==> config.mk <==
export PLATFORM = sky130hd
export DESIGN_NAME = hv_slice_encoder
export DESIGN_NICKNAME = d
export VERILOG_FILES = /design/src/rtl/hv_enc_pkg.sv /design/src/rtl/hv_code_gen.sv /design/src/rtl/hv_bundle_accum.sv /design/src/rtl/hv_slice_encoder.sv
export SDC_FILE = /design/constraint.sdc
export NUM_CORES = 2
export LEC_CHECK = 0
export ABC_AREA = 1
export BUFFER_PORTS_ARGS = -buffer_cell sky130_fd_sc_hd__buf_2
export CAP_MARGIN = 25
export CORE_UTILIZATION = 40
export CTS_BUF_LIST = sky130_fd_sc_hd__clkbuf_16
export CTS_CLUSTER_DIAMETER = 40
export DETAILED_ROUTE_END_ITERATION = 6
export GPL_TIMING_DRIVEN = 0
export HOLD_SLACK_MARGIN = 0.05
export MAX_ROUTING_LAYER = met4
export PLACE_DENSITY_LB_ADDON = 0.2
export SYNTH_ARGS = -nofsm -noshare
export SYNTH_HDL_FRONTEND = slang
export SYNTH_SLANG_ARGS = --single-unit
export TNS_END_PERCENT = 20
==> constraint.sdc <==
create_clock -name clk -period 16.43 [get_ports clk]
set_input_delay 0.8215 -clock clk [delete_from_list [all_inputs] [get_ports clk]]
set_output_delay 0.8215 -clock clk [all_outputs]
set_load 0.02 [all_outputs]
==> src/rtl/hv_enc_pkg.sv <==
package hv_enc_pkg;

    localparam int DEF_SLICE_W    = 256;
    localparam int DEF_NUM_SLICES = 32;
    localparam int DEF_NUM_LEVELS = 12;
    localparam int DEF_NUM_FEAT   = 8;
    localparam int PERM_STEP      = 77;   // odd, so the map is a bijection

    localparam logic [31:0] K_GOLD  = 32'h9E3779B9;
    localparam logic [31:0] K_FEAT  = 32'h85EBCA6B;
    localparam logic [31:0] K_SLICE = 32'hC2B2AE35;
    localparam logic [31:0] K_WORD  = 32'h27D4EB2F;
    localparam logic [31:0] K_TAG   = 32'h165667B1;

    typedef enum logic [0:0] {
        ST_IDLE = 1'b0,
        ST_RUN  = 1'b1
    } enc_state_e;

    function automatic logic [31:0] xs_round(input logic [31:0] x);
        logic [31:0] y;
        y = x ^ (x << 13);
        y = y ^ (y >> 17);
        y = y ^ (y << 5);
        return y;
    endfunction

    function automatic logic [31:0] code_word(input logic        tag,
                                              input logic [31:0] feat,
                                              input logic [31:0] slice,
                                              input logic [31:0] word);
        logic [31:0] seed;
        seed = K_GOLD ^ (feat * K_FEAT) ^ (slice * K_SLICE) ^ (word * K_WORD)
               ^ (tag ? K_TAG : 32'h0);
        return xs_round(xs_round(xs_round(seed | 32'h1)));
    endfunction

endpackage

==> src/rtl/hv_code_gen.sv <==
module hv_code_gen
    import hv_enc_pkg::*;
#(
    parameter int SLICE_W    = DEF_SLICE_W,
    parameter int NUM_LEVELS = DEF_NUM_LEVELS,
    parameter int FIDX_W     = 3,
    parameter int SIDX_W     = 5,
    parameter int LVL_W      = 4
) (
    input  logic [FIDX_W-1:0]  feat_idx_i,
    input  logic [SIDX_W-1:0]  slice_idx_i,
    input  logic [LVL_W-1:0]   level_i,
    output logic [SLICE_W-1:0] id_code_o,
    output logic [SLICE_W-1:0] lvl_code_o
);
    localparam int WORDS    = SLICE_W / 32;
    localparam int FLIP_GRP = SLICE_W / (2 * (NUM_LEVELS - 1));

    logic [SLICE_W-1:0] base_code;
    logic [SLICE_W-1:0] flip_mask;
    int                 flip_lim;

    assign flip_lim = int'(level_i) * FLIP_GRP;

    for (genvar w = 0; w < WORDS; w++) begin : g_word
        assign id_code_o[32*w +: 32] =
            code_word(1'b0, 32'(feat_idx_i), 32'(slice_idx_i), 32'(w));
        assign base_code[32*w +: 32] =
            code_word(1'b1, 32'h0, 32'(slice_idx_i), 32'(w));
    end

    for (genvar p = 0; p < SLICE_W; p++) begin : g_bit
        localparam int PERM_POS = (p * PERM_STEP) % SLICE_W;
        assign flip_mask[p] = (PERM_POS < flip_lim);
    end

    assign lvl_code_o = base_code ^ flip_mask;

endmodule

==> src/rtl/hv_bundle_accum.sv <==
module hv_bundle_accum
    import hv_enc_pkg::*;
#(
    parameter int SLICE_W  = DEF_SLICE_W,
    parameter int NUM_FEAT = DEF_NUM_FEAT
) (
    input  logic               clk,
    input  logic               rst,
    input  logic               clear_i,
    input  logic               add_i,
    input  logic               last_i,
    input  logic [SLICE_W-1:0] bound_i,
    output logic [SLICE_W-1:0] bits_o,
    output logic               valid_o
);
    localparam int CW = $clog2(NUM_FEAT + 1);

    logic [CW-1:0]      cnt_q  [SLICE_W];
    logic [CW-1:0]      cnt_nx [SLICE_W];
    logic [SLICE_W-1:0] bits_q;
    logic               valid_q;

    always_comb begin
        for (int d = 0; d < SLICE_W; d++) begin
            cnt_nx[d] = cnt_q[d] + CW'(bound_i[d]);
        end
    end

    always_ff @(posedge clk) begin
        if (rst) begin
            for (int d = 0; d < SLICE_W; d++) cnt_q[d] <= '0;
            bits_q  <= '0;
            valid_q <= 1'b0;
        end else begin
            valid_q <= add_i && last_i;
            if (clear_i) begin
                for (int d = 0; d < SLICE_W; d++) cnt_q[d] <= '0;
            end else if (add_i) begin
                for (int d = 0; d < SLICE_W; d++) cnt_q[d] <= cnt_nx[d];
                if (last_i) begin
                    for (int d = 0; d < SLICE_W; d++)
                        bits_q[d] <= (2 * int'(cnt_nx[d])) > NUM_FEAT;
                end
            end
        end
    end

    assign bits_o  = bits_q;
    assign valid_o = valid_q;

endmodule

==> src/rtl/hv_slice_encoder.sv <==
module hv_slice_encoder
    import hv_enc_pkg::*;
#(
    parameter int SLICE_W    = DEF_SLICE_W,
    parameter int NUM_SLICES = DEF_NUM_SLICES,
    parameter int NUM_LEVELS = DEF_NUM_LEVELS,
    parameter int NUM_FEAT   = DEF_NUM_FEAT
) (
    input  logic                          clk,
    input  logic                          rst,
    input  logic                          start_i,
    input  logic [$clog2(NUM_SLICES)-1:0] slice_sel_i,
    input  logic                          feat_valid_i,
    input  logic [$clog2(NUM_LEVELS)-1:0] feat_level_i,
    output logic                          feat_ready_o,
    output logic                          out_valid_o,
    output logic [$clog2(NUM_SLICES)-1:0] out_slice_o,
    output logic [SLICE_W-1:0]            out_bits_o
);
    localparam int SIDX_W = $clog2(NUM_SLICES);
    localparam int LVL_W  = $clog2(NUM_LEVELS);
    localparam int FIDX_W = (NUM_FEAT > 1) ? $clog2(NUM_FEAT) : 1;

    enc_state_e         state_q;
    logic [SIDX_W-1:0]  slice_q;
    logic [SIDX_W-1:0]  out_slice_q;
    logic [FIDX_W-1:0]  feat_q;
    logic [LVL_W-1:0]   level_c;
    logic               accept;
    logic               last_feat;
    logic               launch;
    logic [SLICE_W-1:0] id_code;
    logic [SLICE_W-1:0] lvl_code;

    assign launch    = (state_q == ST_IDLE) && start_i;
    assign accept    = (state_q == ST_RUN) && feat_valid_i;
    assign last_feat = (feat_q == FIDX_W'(NUM_FEAT - 1));
    assign level_c   = (int'(feat_level_i) >= NUM_LEVELS) ? LVL_W'(NUM_LEVELS - 1)
                                                          : feat_level_i;

    always_ff @(posedge clk) begin
        if (rst) begin
            state_q     <= ST_IDLE;
            slice_q     <= '0;
            feat_q      <= '0;
            out_slice_q <= '0;
        end else if (launch) begin
            state_q <= ST_RUN;
            slice_q <= slice_sel_i;
            feat_q  <= '0;
        end else if (accept) begin
            feat_q <= feat_q + FIDX_W'(1);
            if (last_feat) begin
                state_q     <= ST_IDLE;
                out_slice_q <= slice_q;
            end
        end
    end

    hv_code_gen #(
        .SLICE_W   (SLICE_W),
        .NUM_LEVELS(NUM_LEVELS),
        .FIDX_W    (FIDX_W),
        .SIDX_W    (SIDX_W),
        .LVL_W     (LVL_W)
    ) u_gen (
        .feat_idx_i (feat_q),
        .slice_idx_i(slice_q),
        .level_i    (level_c),
        .id_code_o  (id_code),
        .lvl_code_o (lvl_code)
    );

    hv_bundle_accum #(
        .SLICE_W (SLICE_W),
        .NUM_FEAT(NUM_FEAT)
    ) u_acc (
        .clk    (clk),
        .rst    (rst),
        .clear_i(launch),
        .add_i  (accept),
        .last_i (last_feat),
        .bound_i(id_code ^ lvl_code),
        .bits_o (out_bits_o),
        .valid_o(out_valid_o)
    );

    assign feat_ready_o = (state_q == ST_RUN);
    assign out_slice_o  = out_slice_q;

endmodule

## Word level (Yosys, flattened, before mapping)

Memory sizes are Yosys's and may differ from the RTL's.
Cells that the tools add are included.

| word-level totals | value |
|---|---|
| input bits | 13 |
| output and inout bits | 263 |
| memory bits (writable) | 1024 |
| register bits | 271 |
| memories kept | 1 |

| operators by class | value |
|---|---|
| $mul | 3 |
| equal/unequal tests | 1 |
| reductions and logical operators | 8 |
| add/sub/neg operators | 257 |
| muxes and demuxes | 525 |
| $lt $le $gt $ge | 513 |
| bitwise operators | 685 |

Memories:

| name | words | width | rd ports | clocked after Yosys merged registers in | write ports | RTL line | text |
|---|---|---|---|---|---|---|---|
| u_acc.cnt_q | 256 | 4 | 256 | 0 | 256 | hv_bundle_accum.sv:18 | `logic [CW-1:0] cnt_q [SLICE_W];` |

Operators with widths:

| operator | number |
|---|---|
| $lt 9x32->1 const A | 128 |
| $xor 32x32->32 | 97 |
| $mux 4 | 513 |
| $lt 8x32->1 const A | 64 |
| $xor 32x15->32 | 48 |
| $gt 5x4->1 const B | 256 |
| $add 4x1->4 | 256 |
| $lt 7x32->1 const A | 32 |
| $lt 6x32->1 const A | 16 |
| $or 1x1->1 | 512 |
| $xor 256x256->256 | 2 |
| $lt 5x32->1 const A | 8 |
| $not 19->19 | 10 |
| $lt 4x32->1 const A | 4 |
| $not 16->16 | 8 |
| $lt 3x32->1 const A | 2 |
| $not 20->20 | 2 |
| $not 18->18 | 2 |
| $lt 1x32->1 const A | 1 |
| $lt 2x32->1 const A | 1 |
| $mul 3x32->32 const B | 1 |
| $mul 5x32->32 const B | 1 |
| $not 15->15 | 2 |
| $mux 1 | 12 |
| other kinds (10) | 14 |

## Depth between registers and ports, before layout

| logic depth | value |
|---|---|
| depth after elaboration | 17 |
| depth in mapped cells | 45 |

## By module

From an unflattened synthesis, not the netlist that was laid out.

| second synthesis, totals | value |
|---|---|
| cells, all modules | 11752 |
| area total of the unflattened synthesis | 88612.5 um^2 |

Modules (own cells, without submodules):

| module | area each (um^2) | cells an instance | sequential area each (um^2) | times used |
|---|---|---|---|---|
| hv_bundle_accum | 67133.1 | 7645 | 35854.4 | 1 |
| hv_code_gen | 18601.6 | 3765 | 0.0 | 1 |
| hv_slice_encoder | 2877.8 | 342 | 280.3 | 1 |

## Worst setup path before layout

OpenSTA, ideal clock, no wires.

| timing | value |
|---|---|
| path type | in2reg |
| start point | in feat_valid_i |
| end point | mem u_acc.cnt_q[0][100] (netlist bit), enable pin |
| stages | 4 |
| data required time | 12.793 ns |
| setup time | 3.637 ns |
| path buffers | 0 |
| path slack | 3.235 ns |
| data arrival time | 9.558 ns |
| cells stage by stage | nand2_1 -> inv_1 -> nor2_1 -> nand2_1 |

RTL lines:

| what | RTL line | text |
|---|---|---|
| from (decl) | hv_slice_encoder.sv:13 | `input logic feat_valid_i,` |
| to (decl) | hv_bundle_accum.sv:18 |  |

## Worst setup path after layout

| timing | value |
|---|---|
| start point | reg slice_q[1] |
| end point | reg u_acc.bits_q[232] (netlist: u_acc.bits_o[232]) |

| between the ends | value |
|---|---|
| cells in the longest elaborated chain, start to end | 17 |
| elaborated cells on any way between the ends | 28 |
| classes of those cells | add/sub (1); mul (1); order compare (1); bitwise (25) |

Ends and longest elaborated chain:

| what | RTL line | text |
|---|---|---|
| from (decl) | hv_slice_encoder.sv:25 | `logic [SIDX_W-1:0] slice_q;` |
| from (signal assigned) | hv_slice_encoder.sv:49 | `slice_q <= slice_sel_i;` |
| $mul 5x32->32 * | hv_enc_pkg.sv:33 | `seed = K_GOLD ^ (feat * K_FEAT) ^ (slice * K_SLICE) ^ (word * K_WORD)` |
| $not 20->20 (no source line) | n/a |  |
| $not 15->15 (no source line) | n/a |  |
| $not 16->16 (no source line) | n/a |  |
| $xor 32x32->32 | hv_enc_pkg.sv:22 | `y = x ^ (x << 13);` |
| $xor 32x15->32 | hv_enc_pkg.sv:23 | `y = y ^ (y >> 17);` |
| $xor 32x32->32 | hv_enc_pkg.sv:24 | `y = y ^ (y << 5);` |
| $xor 32x32->32 | hv_enc_pkg.sv:22 |  |
| $xor 32x15->32 | hv_enc_pkg.sv:23 |  |
| $xor 32x32->32 | hv_enc_pkg.sv:24 |  |
| $xor 32x32->32 | hv_enc_pkg.sv:22 |  |
| $xor 32x15->32 | hv_enc_pkg.sv:23 |  |
| $xor 32x32->32 | hv_enc_pkg.sv:24 |  |
| $xor 256x256->256 | hv_code_gen.sv:37 | `assign lvl_code_o = base_code ^ flip_mask;` |
| $xor 256x256->256 * | hv_slice_encoder.sv:83 | `.bound_i(id_code ^ lvl_code),` |
| $add 4x1->4 * | hv_bundle_accum.sv:25 | `cnt_nx[d] = cnt_q[d] + CW'(bound_i[d]);` |
| $gt 5x4->1 * | hv_bundle_accum.sv:42 | `bits_q[d] <= (2 * int'(cnt_nx[d])) > NUM_FEAT;` |
| to (signal, indexed assignment) | hv_bundle_accum.sv:42 |  |
| to (decl) | hv_bundle_accum.sv:20 | `logic [SLICE_W-1:0] bits_q;` |

Mark *: on every way between the ends. The rest lies on a longest branch, timed or not.
A chain may end at the register's enable or synchronous reset.

==> flow_metrics.tcl <==
set metrics [dict create \
    syn-num-nets 9841 \
    maxCapViolCount 0 \
    num_vias 66100 \
    status "completed" \
    coreArea_um2 196000 \
    synth_area_um2 79100 \
    numPortBuffers 273 \
    fin_nets 10400 \
    synth-seq-cells 1295 \
    synthToLayoutAreaGrowth_pct 16.7 \
    cts-root-buf "clkbuf_16" \
    r2r_cells 36 \
    startpoint_type "register" \
    syn_inst 9218 \
    rsz0062_at_grt "no" \
    min_period_ps 8660 \
    h-tree-depth 4 \
    tightestPinTransition_ps 1130 \
    crit_top_cell "nand2_1" \
    numCtsBuffers 203 \
    grtUsageTotal_pct 29.8 \
    grt_pass1_vias 62200 \
    holdPathStages 3 \
    route.detailed.drc 0 \
    hp-class "in -> reg" \
    reg2reg_slack_ps 7770 \
    drv_slew 0 \
    cts_resized 0 \
    cts-hold-fix-buffers 0 \
    die_area_um2 200000 \
    path_class "reg -> reg" \
    ys_seq_area_share_pct 45.7 \
    required_ps 17160 \
    clk_latency_ps 880 \
    layout-drive-gt1-share_pct 10.0 \
    r2r_end "u_acc.bits_o[232]" \
    post_cts_buffers 0 \
    io_pins 276 \
    grt_max_degree 70 \
    fin_crit_sh_pct 52.7 \
    die_w_um 447 \
    ys_types 45 \
    ant_nets 0 \
    hpwl_um 226000 \
    drtPass1Iterations 7 \
    routedWlPerCell_um 23.2 \
    path_clk_slew_ps 60 \
    slew_headroom_pct 24.4 \
    whs_ps 175 \
    gp_congestion 1.01 \
    crit_path_start "slice_q[1]" \
    initial_core_util_pct 40.4 \
    die-height_um 447 \
    critPathMaxFanout 8 \
    drt-initial-drc-count 6650 \
    row_count 162 \
    cp-end-kind "register" \
    cts_buffer_depth 3 \
    fin_worst_skew_ps 47.0 \
    setup_viol 0 \
    drt_wl_total_um 292000 \
    endpoint "u_acc.bits_o[232]" \
    avgViaCountPerCell 5.25 \
    antenna_found_initial 21 \
    grt-ovfl-total 0 \
    tns_ps 0 \
    r2r-start "slice_q[1]" \
    yosys_warnings 0 \
    fmax_mhz 116 \
    cpPeakStageDelay_ps 620 \
    arrival_ps 9390 \
    avgSynthCellArea_um2 8.58 \
    cts_tree "built" \
    grt_pass1_wl_um 417000 \
    cts_sinks 1295 \
    hold_violations 0 \
    cp_slowest_cell "fa_1" \
]
-- area by class of cell --
cell class	instances	area (µm²)
Antenna cell	16	40.0
Buffer	222	872
Clock buffer	206	5150
Clock inverter	182	2070
Fill cell	18900	103000
Inverter	1177	4420
Multi-Input combinational cell	6524	37700
Sequential cell	1295	36100
Tap cell	2624	3280
Timing Repair Buffer	338	2590
-- worst min-delay path by stage --
stage / startpoint / end / slack [ps]
floorplan: u_acc.cnt_q[0][0] / u_acc.cnt_q[0][0] / 440
global placement: out_slice_o[4] / out_slice_o[4] / 450
detailed placement: u_acc.bits_o[59] / u_acc.bits_o[59] / 460
CTS: slice_sel_i[2] / slice_q[2] / 120
global route: slice_sel_i[0] / slice_q[0] / 170
finish: slice_sel_i[0] / slice_q[0] / 180
-- Yosys cell counts --
cell type  count  area, µm²
inv_4          1       6.26
nand3b_1      17        128
a31oi_1      210       1310
a211oi_1       1       7.51
inv_2         27        101
and3_1         1       6.26
xor2_4         9        248
nor4_1         1       6.26
xor2_1       615       5390
buf_1          3       11.3
xnor2_1      138       1210
nor3_1         6       30.0
nand2_2      159        995
buf_4          3       22.5
nand3_2       19        190
clkinv_1       6       22.5
nand3b_4       1       20.0
or2_2          2       12.5
a22o_1         1       8.76
ha_1         593       7420
or2_1          1       6.26
o21ai_0      516       2580
buf_2          2       10.0
a21oi_1      112        561
clkbuf_1     214        803
nor2_4         2       22.5
nand3_1      899       4500
a21oi_2        1       8.76
o21ai_2        3       26.3
xnor2_4        3       82.6
nand2_1     1969       7390
fa_1          17        340
o21ai_1        6       30.0
nand4_1        9       56.3
nand2_4       34        383
o21bai_1       2       15.0
edfxtp_1    1020      30600
nand3_4        1       17.5
and2_1         2       12.5
inv_1       1143       4290
xor2_2        17        277
xnor3_1        2       45.0
nor2_1      1149       4310
nor2_2         6       37.5
dfxtp_1      275       5510
-- cells by family (layout without fill, tap and decap cells) --
family          Yosys count  count (layout)  synth area share, %
other cells               0              16                    0
fa+ha+maj               610             610                 9.81
flops                  1295            1295                 45.7
compound gates          852             852                 5.76
simple gates           4278            4278                 22.9
xor+xnor                784             784                 9.16
buf+inv                1399            2125                 6.66
-- through the flow --
stage | area [µm²] | cells | worst slack (ps) | utilization, %
after floorplan | 79100 | 9218 | 3230 | -
after global placement | 83700 | 12100 | -4440 | 42.8
after detailed placement | 85000 | 12200 | 7930 | 43.4
after CTS | 92200 | 12600 | 7890 | 47.1
after global routing | 92200 | 12600 | 7130 | 47.2
final | 92300 | 12600 | 7770 | 47.2
-- sequential cells by signal, summed over array words and instances, names as in the netlist --
signal         count
feat_ready_o       1
u_acc.cnt_q     1024
out_slice_o        5
slice_q            5
feat_q             3
u_acc.bits_o     256
u_acc.valid_o      1
-- cell usage in the layout, fill, tap and decap left out, types with 112 or more instances in the layout --
cell type,netlist,final
nand2_1,1969,1967
inv_1,1143,1162
nor2_1,1149,1149
edfxtp_1,1020,1020
nand3_1,899,899
xor2_1,615,615
ha_1,593,593
o21ai_0,516,516
buf_2,2,276
dfxtp_1,275,275
a31oi_1,210,210
clkbuf_16,0,206
clkbuf_1,214,194
nand2_2,159,159
xnor2_1,138,138
a21oi_1,112,112
-- metal layers --
layer | wire length (µm) | part of all wire, % | vias to the layer above | GRT usage (%)
met5 | 0 | 0 | - | -
met4 | 13600 | 4.6 | 0 | 12.8
met3 | 20800 | 7.1 | 482 | 4.58
met2 | 132000 | 45 | 2377 | 45.9
met1 | 126000 | 43 | 31700 | 38.8
li1 | - | - | 31500 | -
-- worst max-delay path, delay by kind of cell (launching register included) --
family                   cells  cell delay (ps)
flip-flops                   1              600
buffers and inverters        5             1070
adder cells (fa/ha/maj)      5             1830
XOR/XNOR                     2              820
AND/OR/NAND/NOR             22             3730
AO/OA/AOI/OAI                2              470
Power is not shown: default switching activity piles up to over one toggle a cycle in this logic, so the estimate is an artifact.
